**config.mk**
```make
export PLATFORM = sky130hd
export DESIGN_NAME = sysctl_regfile
export DESIGN_NICKNAME = d
export VERILOG_FILES = /design/src/rtl/sysctl_pkg.sv /design/src/rtl/sysctl_wr_path.sv /design/src/rtl/sysctl_rd_path.sv /design/src/rtl/sysctl_eret_fsm.sv /design/src/rtl/sysctl_regfile.sv
export SDC_FILE = /design/constraint.sdc
export NUM_CORES = 2
export LEC_CHECK = 0
export ABC_AREA = 0
export BUFFER_PORTS_ARGS = -buffer_cell sky130_fd_sc_hd__buf_4
export CORE_ASPECT_RATIO = 1.1
export CORE_MARGIN = 2
export CORE_UTILIZATION = 30
export CTS_CLUSTER_DIAMETER = 60
export CTS_CLUSTER_SIZE = 20
export DETAILED_ROUTE_END_ITERATION = 10
export GPL_TIMING_DRIVEN = 1
export HOLD_SLACK_MARGIN = 0.08
export SYNTH_ARGS = -nofsm -noshare
export SYNTH_HDL_FRONTEND = slang
export SYNTH_HIERARCHICAL = 1
export SYNTH_SLANG_ARGS = --single-unit
```
**constraint.sdc**
```tcl
create_clock -name clk -period 3.35 [get_ports clk]
set_input_delay 0.1675 -clock clk [delete_from_list [all_inputs] [get_ports clk]]
set_output_delay 0.1675 -clock clk [all_outputs]
set_load 0.1 [all_outputs]
```
**src/rtl/sysctl_pkg.sv**
```systemverilog
package sysctl_pkg;
    localparam int XLEN       = 64;
    localparam int HALF       = XLEN / 2;
    localparam int NREGS      = 32;
    localparam int SEL_W      = $clog2(NREGS);
    localparam int IDX_SCR    = 7;
    localparam int IDX_STATUS = 12;
    localparam int IDX_CAUSE  = 13;
    localparam int IDX_EPC    = 14;
    localparam int IDX_PRID   = 15;
    localparam int IDX_ERREPC = 30;
    localparam int ST_ERL     = 2;
    localparam int ST_EXL     = 1;
    localparam int SWI_LO     = 8;
    localparam int SWI_HI     = 9;
    localparam logic [XLEN-1:0] PRID_CONST = 64'h0000_0000_0000_0B22;

    typedef enum logic {ERT_IDLE, ERT_STROBE} eret_state_e;

    function automatic logic is_reserved(input logic [SEL_W-1:0] s);
        return (s == 5'd7) || (s >= 5'd21 && s <= 5'd25) || (s == 5'd31);
    endfunction

    function automatic logic [XLEN-1:0] sext_half(input logic [XLEN-1:0] v);
        return {{HALF{v[HALF-1]}}, v[HALF-1:0]};
    endfunction

    function automatic logic [XLEN-1:0] read_mask(input logic [SEL_W-1:0] s);
        logic [XLEN-1:0] m;
        case (s)
            5'd0:  m = 64'h0000_0000_8000_003F;
            5'd1:  m = 64'h0000_0000_0000_003F;
            5'd2, 5'd3, 5'd16: m = 64'h0000_0000_7FFF_FFFF;
            5'd4:  m = 64'hFFFF_FFFF_FFFF_FFF0;
            5'd5:  m = 64'h0000_0000_01FF_E000;
            5'd6, 5'd8, 5'd14, 5'd20, 5'd30: m = '1;
            5'd9, 5'd11, 5'd12, 5'd17: m = 64'h0000_0000_FFFF_FFFF;
            5'd10: m = 64'hC000_00FF_FFFF_E0FF;
            5'd13: m = 64'h0000_0000_B000_FFFF;
            5'd15: m = 64'h0000_0000_0000_FFFF;
            5'd18: m = 64'h0000_0000_FFFF_FFFB;
            5'd19: m = 64'h0000_0000_0000_000F;
            5'd28: m = 64'h0000_0000_0FFF_FFC0;
            default: m = '0;
        endcase
        return m;
    endfunction
endpackage

```
**src/rtl/sysctl_wr_path.sv**
```systemverilog
module sysctl_wr_path
    import sysctl_pkg::*;
(
    input  logic             wr_en_i,
    input  logic             wr_wide_i,
    input  logic [SEL_W-1:0] wr_sel_i,
    input  logic [XLEN-1:0]  wr_data_i,
    input  logic [XLEN-1:0]  cause_q_i,
    output logic             wr_hit_o,
    output logic [SEL_W-1:0] wr_idx_o,
    output logic [XLEN-1:0]  wr_value_o
);
    logic [XLEN-1:0] ext;

    always_comb begin
        ext        = wr_wide_i ? wr_data_i : sext_half(wr_data_i);
        wr_hit_o   = wr_en_i;
        wr_idx_o   = is_reserved(wr_sel_i) ? SEL_W'(IDX_SCR) : wr_sel_i;
        wr_value_o = ext;
        if (wr_sel_i == SEL_W'(IDX_CAUSE)) begin
            wr_value_o = cause_q_i;
            wr_value_o[SWI_HI:SWI_LO] = ext[SWI_HI:SWI_LO];
        end
    end
endmodule

```
**src/rtl/sysctl_rd_path.sv**
```systemverilog
module sysctl_rd_path
    import sysctl_pkg::*;
(
    input  logic [XLEN-1:0]  regs_i [NREGS],
    input  logic [SEL_W-1:0] rd_sel_i,
    input  logic             rd_wide_i,
    output logic [XLEN-1:0]  rd_data_o
);
    logic [XLEN-1:0] raw;
    logic [XLEN-1:0] filt;

    always_comb begin
        if (is_reserved(rd_sel_i)) begin
            raw  = regs_i[IDX_SCR];
            filt = raw;
        end else begin
            raw  = regs_i[rd_sel_i];
            filt = raw & read_mask(rd_sel_i);
        end
        if (rd_sel_i == SEL_W'(IDX_PRID))
            filt = PRID_CONST;
        rd_data_o = rd_wide_i ? filt : sext_half(filt);
    end
endmodule

```
**src/rtl/sysctl_eret_fsm.sv**
```systemverilog
module sysctl_eret_fsm
    import sysctl_pkg::*;
(
    input  logic            clk,
    input  logic            rst_n,
    input  logic            eret_req_i,
    input  logic [XLEN-1:0] status_i,
    input  logic [XLEN-1:0] epc_i,
    input  logic [XLEN-1:0] errepc_i,
    output logic [XLEN-1:0] status_clr_o,
    output logic            eret_valid_o,
    output logic [XLEN-1:0] eret_pc_o
);
    eret_state_e state_q, state_d;
    logic [XLEN-1:0] pc_q;

    always_comb begin
        state_d = state_q;
        unique case (state_q)
            ERT_IDLE:   state_d = eret_req_i ? ERT_STROBE : ERT_IDLE;
            ERT_STROBE: state_d = eret_req_i ? ERT_STROBE : ERT_IDLE;
            default:    state_d = ERT_IDLE;
        endcase
    end

    always_ff @(posedge clk) begin
        if (!rst_n) begin
            state_q <= ERT_IDLE;
            pc_q    <= '0;
        end else begin
            state_q <= state_d;
            if (eret_req_i)
                pc_q <= status_i[ST_ERL] ? errepc_i : epc_i;
        end
    end

    always_comb begin
        status_clr_o = '0;
        if (eret_req_i) begin
            if (status_i[ST_ERL]) status_clr_o[ST_ERL] = 1'b1;
            else                  status_clr_o[ST_EXL] = 1'b1;
        end
        eret_valid_o = (state_q == ERT_STROBE);
        eret_pc_o    = pc_q;
    end

    AST_STROBE_AFTER_REQ: assert property (@(posedge clk) disable iff (!rst_n)
        eret_valid_o |-> $past(eret_req_i));
endmodule

```
**src/rtl/sysctl_regfile.sv**
```systemverilog
module sysctl_regfile
    import sysctl_pkg::*;
(
    input  logic             clk,
    input  logic             rst_n,
    input  logic             wr_en,
    input  logic             wr_wide,
    input  logic [SEL_W-1:0] wr_sel,
    input  logic [XLEN-1:0]  wr_data,
    input  logic [SEL_W-1:0] rd_sel,
    input  logic             rd_wide,
    output logic [XLEN-1:0]  rd_data,
    input  logic             eret_req,
    output logic             eret_valid,
    output logic [XLEN-1:0]  eret_pc
);
    logic [XLEN-1:0]  regs_q [NREGS];
    logic             wr_hit;
    logic [SEL_W-1:0] wr_idx;
    logic [XLEN-1:0]  wr_value;
    logic [XLEN-1:0]  status_clr;
    logic [XLEN-1:0]  status_q;
    logic [XLEN-1:0]  cause_q;

    assign status_q = regs_q[IDX_STATUS];
    assign cause_q  = regs_q[IDX_CAUSE];

    sysctl_wr_path u_wr (
        .wr_en_i    (wr_en),
        .wr_wide_i  (wr_wide),
        .wr_sel_i   (wr_sel),
        .wr_data_i  (wr_data),
        .cause_q_i  (cause_q),
        .wr_hit_o   (wr_hit),
        .wr_idx_o   (wr_idx),
        .wr_value_o (wr_value)
    );

    sysctl_rd_path u_rd (
        .regs_i    (regs_q),
        .rd_sel_i  (rd_sel),
        .rd_wide_i (rd_wide),
        .rd_data_o (rd_data)
    );

    sysctl_eret_fsm u_eret (
        .clk          (clk),
        .rst_n        (rst_n),
        .eret_req_i   (eret_req),
        .status_i     (status_q),
        .epc_i        (regs_q[IDX_EPC]),
        .errepc_i     (regs_q[IDX_ERREPC]),
        .status_clr_o (status_clr),
        .eret_valid_o (eret_valid),
        .eret_pc_o    (eret_pc)
    );

    for (genvar gi = 0; gi < NREGS; gi++) begin : g_reg
        if (is_reserved(SEL_W'(gi)) && gi != IDX_SCR) begin : g_alias
            assign regs_q[gi] = '0;
        end else if (gi == IDX_STATUS) begin : g_status
            always_ff @(posedge clk) begin
                if (!rst_n)
                    regs_q[gi] <= '0;
                else if (eret_req)
                    regs_q[gi] <= regs_q[gi] & ~status_clr;
                else if (wr_hit && wr_idx == SEL_W'(gi))
                    regs_q[gi] <= wr_value;
            end
        end else begin : g_plain
            always_ff @(posedge clk) begin
                if (!rst_n)
                    regs_q[gi] <= '0;
                else if (wr_hit && wr_idx == SEL_W'(gi))
                    regs_q[gi] <= wr_value;
            end
        end
    end

    AST_CAUSE_OTHER_BITS: assert property (@(posedge clk) disable iff (!rst_n)
        (wr_en && wr_sel == SEL_W'(IDX_CAUSE)) |=>
        (cause_q[7:0] == $past(cause_q[7:0]) && cause_q[XLEN-1:10] == $past(cause_q[XLEN-1:10])));
    AST_ERL_CLEARED: assert property (@(posedge clk) disable iff (!rst_n)
        (eret_req && status_q[ST_ERL]) |=> !status_q[ST_ERL]);
    AST_EXL_CLEARED: assert property (@(posedge clk) disable iff (!rst_n)
        (eret_req && !status_q[ST_ERL]) |=> !status_q[ST_EXL]);
    AST_ZERO_READS: assert property (@(posedge clk) disable iff (!rst_n)
        (rd_sel == 5'd26 || rd_sel == 5'd27 || rd_sel == 5'd29) |-> rd_data == '0);
    AST_NARROW_SIGN: assert property (@(posedge clk) disable iff (!rst_n)
        !rd_wide |-> rd_data[XLEN-1:HALF] == {HALF{rd_data[HALF-1]}});
endmodule

```
==> impl_metrics.json <==
{
  "tightestPinTransition_ns": 1.30,
  "report.final.slew_viol_count": 0,
  "cp.required_ns": 3.18,
  "drtAntennaViolNets": 0,
  "die_x_um": 500,
  "max_freq_mhz": 289,
  "globalRouteMet1Util": 0.239,
  "r2r_end": "u_eret/eret_pc_o[43]",
  "worstHoldEndpoint": "regs_q[1761]",
  "syn-cell-area_um2": 81100,
  "grt_max_degree": 125,
  "dpl.hpwl_mm": 163,
  "antenna_found_initial": 8,
  "synthTopCellsByArea": "dfxtp_1 43%, mux2i_1 22%, mux4_2 16%",
  "ys_async_sr_fraction": 0,
  "finalClockSkew_ns": 0.0562,
  "grt_pass1_vias": 58900,
  "busiest_layer": "met2",
  "min_period_ns": 3.46,
  "dr.pass1.iters": 8,
  "drive_above_1_share": 0.192,
  "syn_inst": 7398,
  "status": "complete, but fails checks",
  "yosys_warnings": 6,
  "rr_worst_depth": 3,
  "hold_depth": 7,
  "reg2reg_slack_ns": 1.28,
  "drc_errors": 0,
  "clk_pin_slew_ns": 0.08,
  "synthToLayoutAreaGrowth_pct": 17.3,
  "ios": 209,
  "grt_usage": 0.184,
  "numCtsBuffers": 146,
  "min_from": "wr_data[33]",
  "synth_most_common_cell": "nand2_1",
  "hold_class": "input port to flip-flop",
  "cts_sinks": 1729,
  "crit_buf_inv": 4,
  "drt_iter0_markers": 4366,
  "die_y_um": 549,
  "crit_slowest_cell": "or4_4",
  "insertion_delay_ns": 0.84,
  "cp_max_fo": 8,
  "violations": "setup timing",
  "end_kind": "primary output",
  "grt_pass1_wl_mm": 385,
  "worstPathCellList": "mux2_4 > and3_4 > or4_4 > nand4_1 > a21boi_4 > buf_12 > buf_12 > buf_4 > a2111o_1 > buf_8",
  "portBuffers": 208,
  "setup-violations-final": 26,
  "use_met3": 0.0272,
  "hold_violations": 0,
  "synth_top_area_frac": 0.427,
  "slowest_delay_ns": 0.41,
  "gp_congestion": 0.797,
  "crit_top_cell": "buf_12",
  "critPathLaunchType": "flip-flop",
  "use_met2": 0.311,
  "vias": 58200,
  "post-route-util": 0.353,
  "fp.coreArea_um2": 269000,
  "rsz0062_at_grt": "yes",
  "crit_arrival_ns": 3.29,
  "total_power_mw": 44.4,
  "cts_tree": "built",
  "clock_path_buffers": 3,
  "crit_family": "simple AND/OR/NAND/NOR gates",
  "crit_type": "flip-flop to primary output",
  "routed_via_density": 5.09,
  "gr-total-overflow": 0,
  "rows": 200,
  "maxCapViolCount": 0,
  "nFillCells": 26500,
  "avgSynthCellArea_um2": 11.0,
  "dp.cells": 11100,
  "wl_mm": 258,
  "final_cell_count_no_fill": 11400,
  "synth_top_area_cell": "dfxtp_1",
  "leakage_nw": 39.1,
  "irDropWorstVdd_uv": 442,
  "initial_core_util": 0.301,
  "ys_seq_elements": 1729,
  "root_buffer": "clkbuf_16",
  "slew_headroom": 0.133,
  "power_density_nw_per_um2": 467,
  "synth_seq_area_share": 0.427,
  "detail_route.wl_per_cell_um": 22.6,
  "whs_ns": 0.149,
  "rr_startpoint": "status_q[2]",
  "synth_cell_types": 69,
  "ys_dominant_reg_cell": "dfxtp_1",
  "htree_levels": 4,
  "die_area_um2": 274000,
  "synth_common_cells": "1851 x nand2_1, 1773 x mux2i_1, 1729 x dfxtp_1, 582 x mux4_2, 413 x clkbuf_1",
  "post-route-period-util": 1.03,
  "nNetsFinal": 7870,
  "setup_slack_ns": -0.108,
  "synth-edff-count": 0
}
==> cell usage in the layout (no fill, tap or decap), types with 75 or more instances in the layout <==
master	n
buf_12	138
clkbuf_16	148
nand2_1	1847
mux2i_1	1773
dfxtp_1	1725
mux4_2	582
conb_1	446
buf_4	385
a21oi_1	118
nand3_1	75
==> per-layer routing <==
metal	wire [um]	vias up
li1	-	26500
met1	112000	29800
met2	124000	1608
met3	13200	413
met4	8900	0
met5	0	-
==> state kept, by name (all words and copies together) (netlist names) <==
signal               flops
regs_q                1536
cause_q                 64
status_q                64
u_eret/eret_pc_o        64
u_eret/eret_valid_o      1
==> area by class of cell <==
cell class | instances | area (um2) | share of cell area
clock buffer | 169 | 3910 | 0.0411
multi-input combinational | 5311 | 44400 | 0.467
sequential | 1729 | 34600 | 0.364
antenna | 4 | 10.0 | 0.000105
clock inverter | 101 | 1340 | 0.0141
inverter | 9 | 38.8 | 0.000408
timing repair buffer | 588 | 6380 | 0.0671
tap | 3535 | 4420 | 0.0465
==> metrics by stage <==
stage	worst slack (ns)	setup TNS (ns)	area [um2]
4_1_cts	-0.193	-3.35	94900
3_5_place_dp	0.187	0	88900
3_3_place_gp	0.190	0	88900
6_report	-0.108	-1.43	95100
2_1_floorplan	-0.776	-2.17	82900
5_1_grt	-0.222	-4.11	95100
==> worst max-delay path by stage <==
stage | depth (start not counted) | endpoint | from | slack, ns
after floorplan | 9 | rd_data[13] | rd_sel[1] | -0.78
final | 10 | rd_data[32] | status_q[31] | -0.11
after detailed placement | 11 | rd_data[62] | rd_sel[1] | 0.19
after global routing | 10 | rd_data[32] | cause_q[31] | -0.22
after global placement | 8 | regs_q[345] | wr_sel[1] | 0.19
after CTS | 9 | rd_data[48] | status_q[31] | -0.19
==> tightest hold or removal path, stage by stage <==
cell and delay [ns]:
buf_4 0.10, nand2_1 0.05, nand2_1 0.06, mux2_2 0.13
nand2_1 0.04, buf_4 0.22, mux2i_1 0.15
==> what timing repair did <==
item                        CTS  global route
pin swaps                     4             2
hold endpoints to repair   1047             0
buffers inserted              3             1
resized for setup            45            45
setup endpoints to repair    33            32
hold buffers                 48             0
==> cells by family after synthesis <==
logic type / count (synthesis) / share of synthesized area
muxes: 2422 / 0.390
and+or+nand+nor: 2070 / 0.101
DFF: 1729 / 0.427
buffers and inverters: 802 / 0.0513
AOI/OAI and AO/OA: 366 / 0.0295
adders and majority gates: 6 / 0.000895
other: 2 / 0.0000926
xor gates and xnor gates: 1 / 0.000108
==> report_power, final <==
part	leakage, nW	internal (mW)	total, mW	switching [mW]
Clock	2.54	9.60	18.8	9.15
Combinational	22.6	1.64	4.77	3.13
Sequential	13.9	20.7	20.9	0.119
No activity file was read; power rests on OpenSTA's default activity.
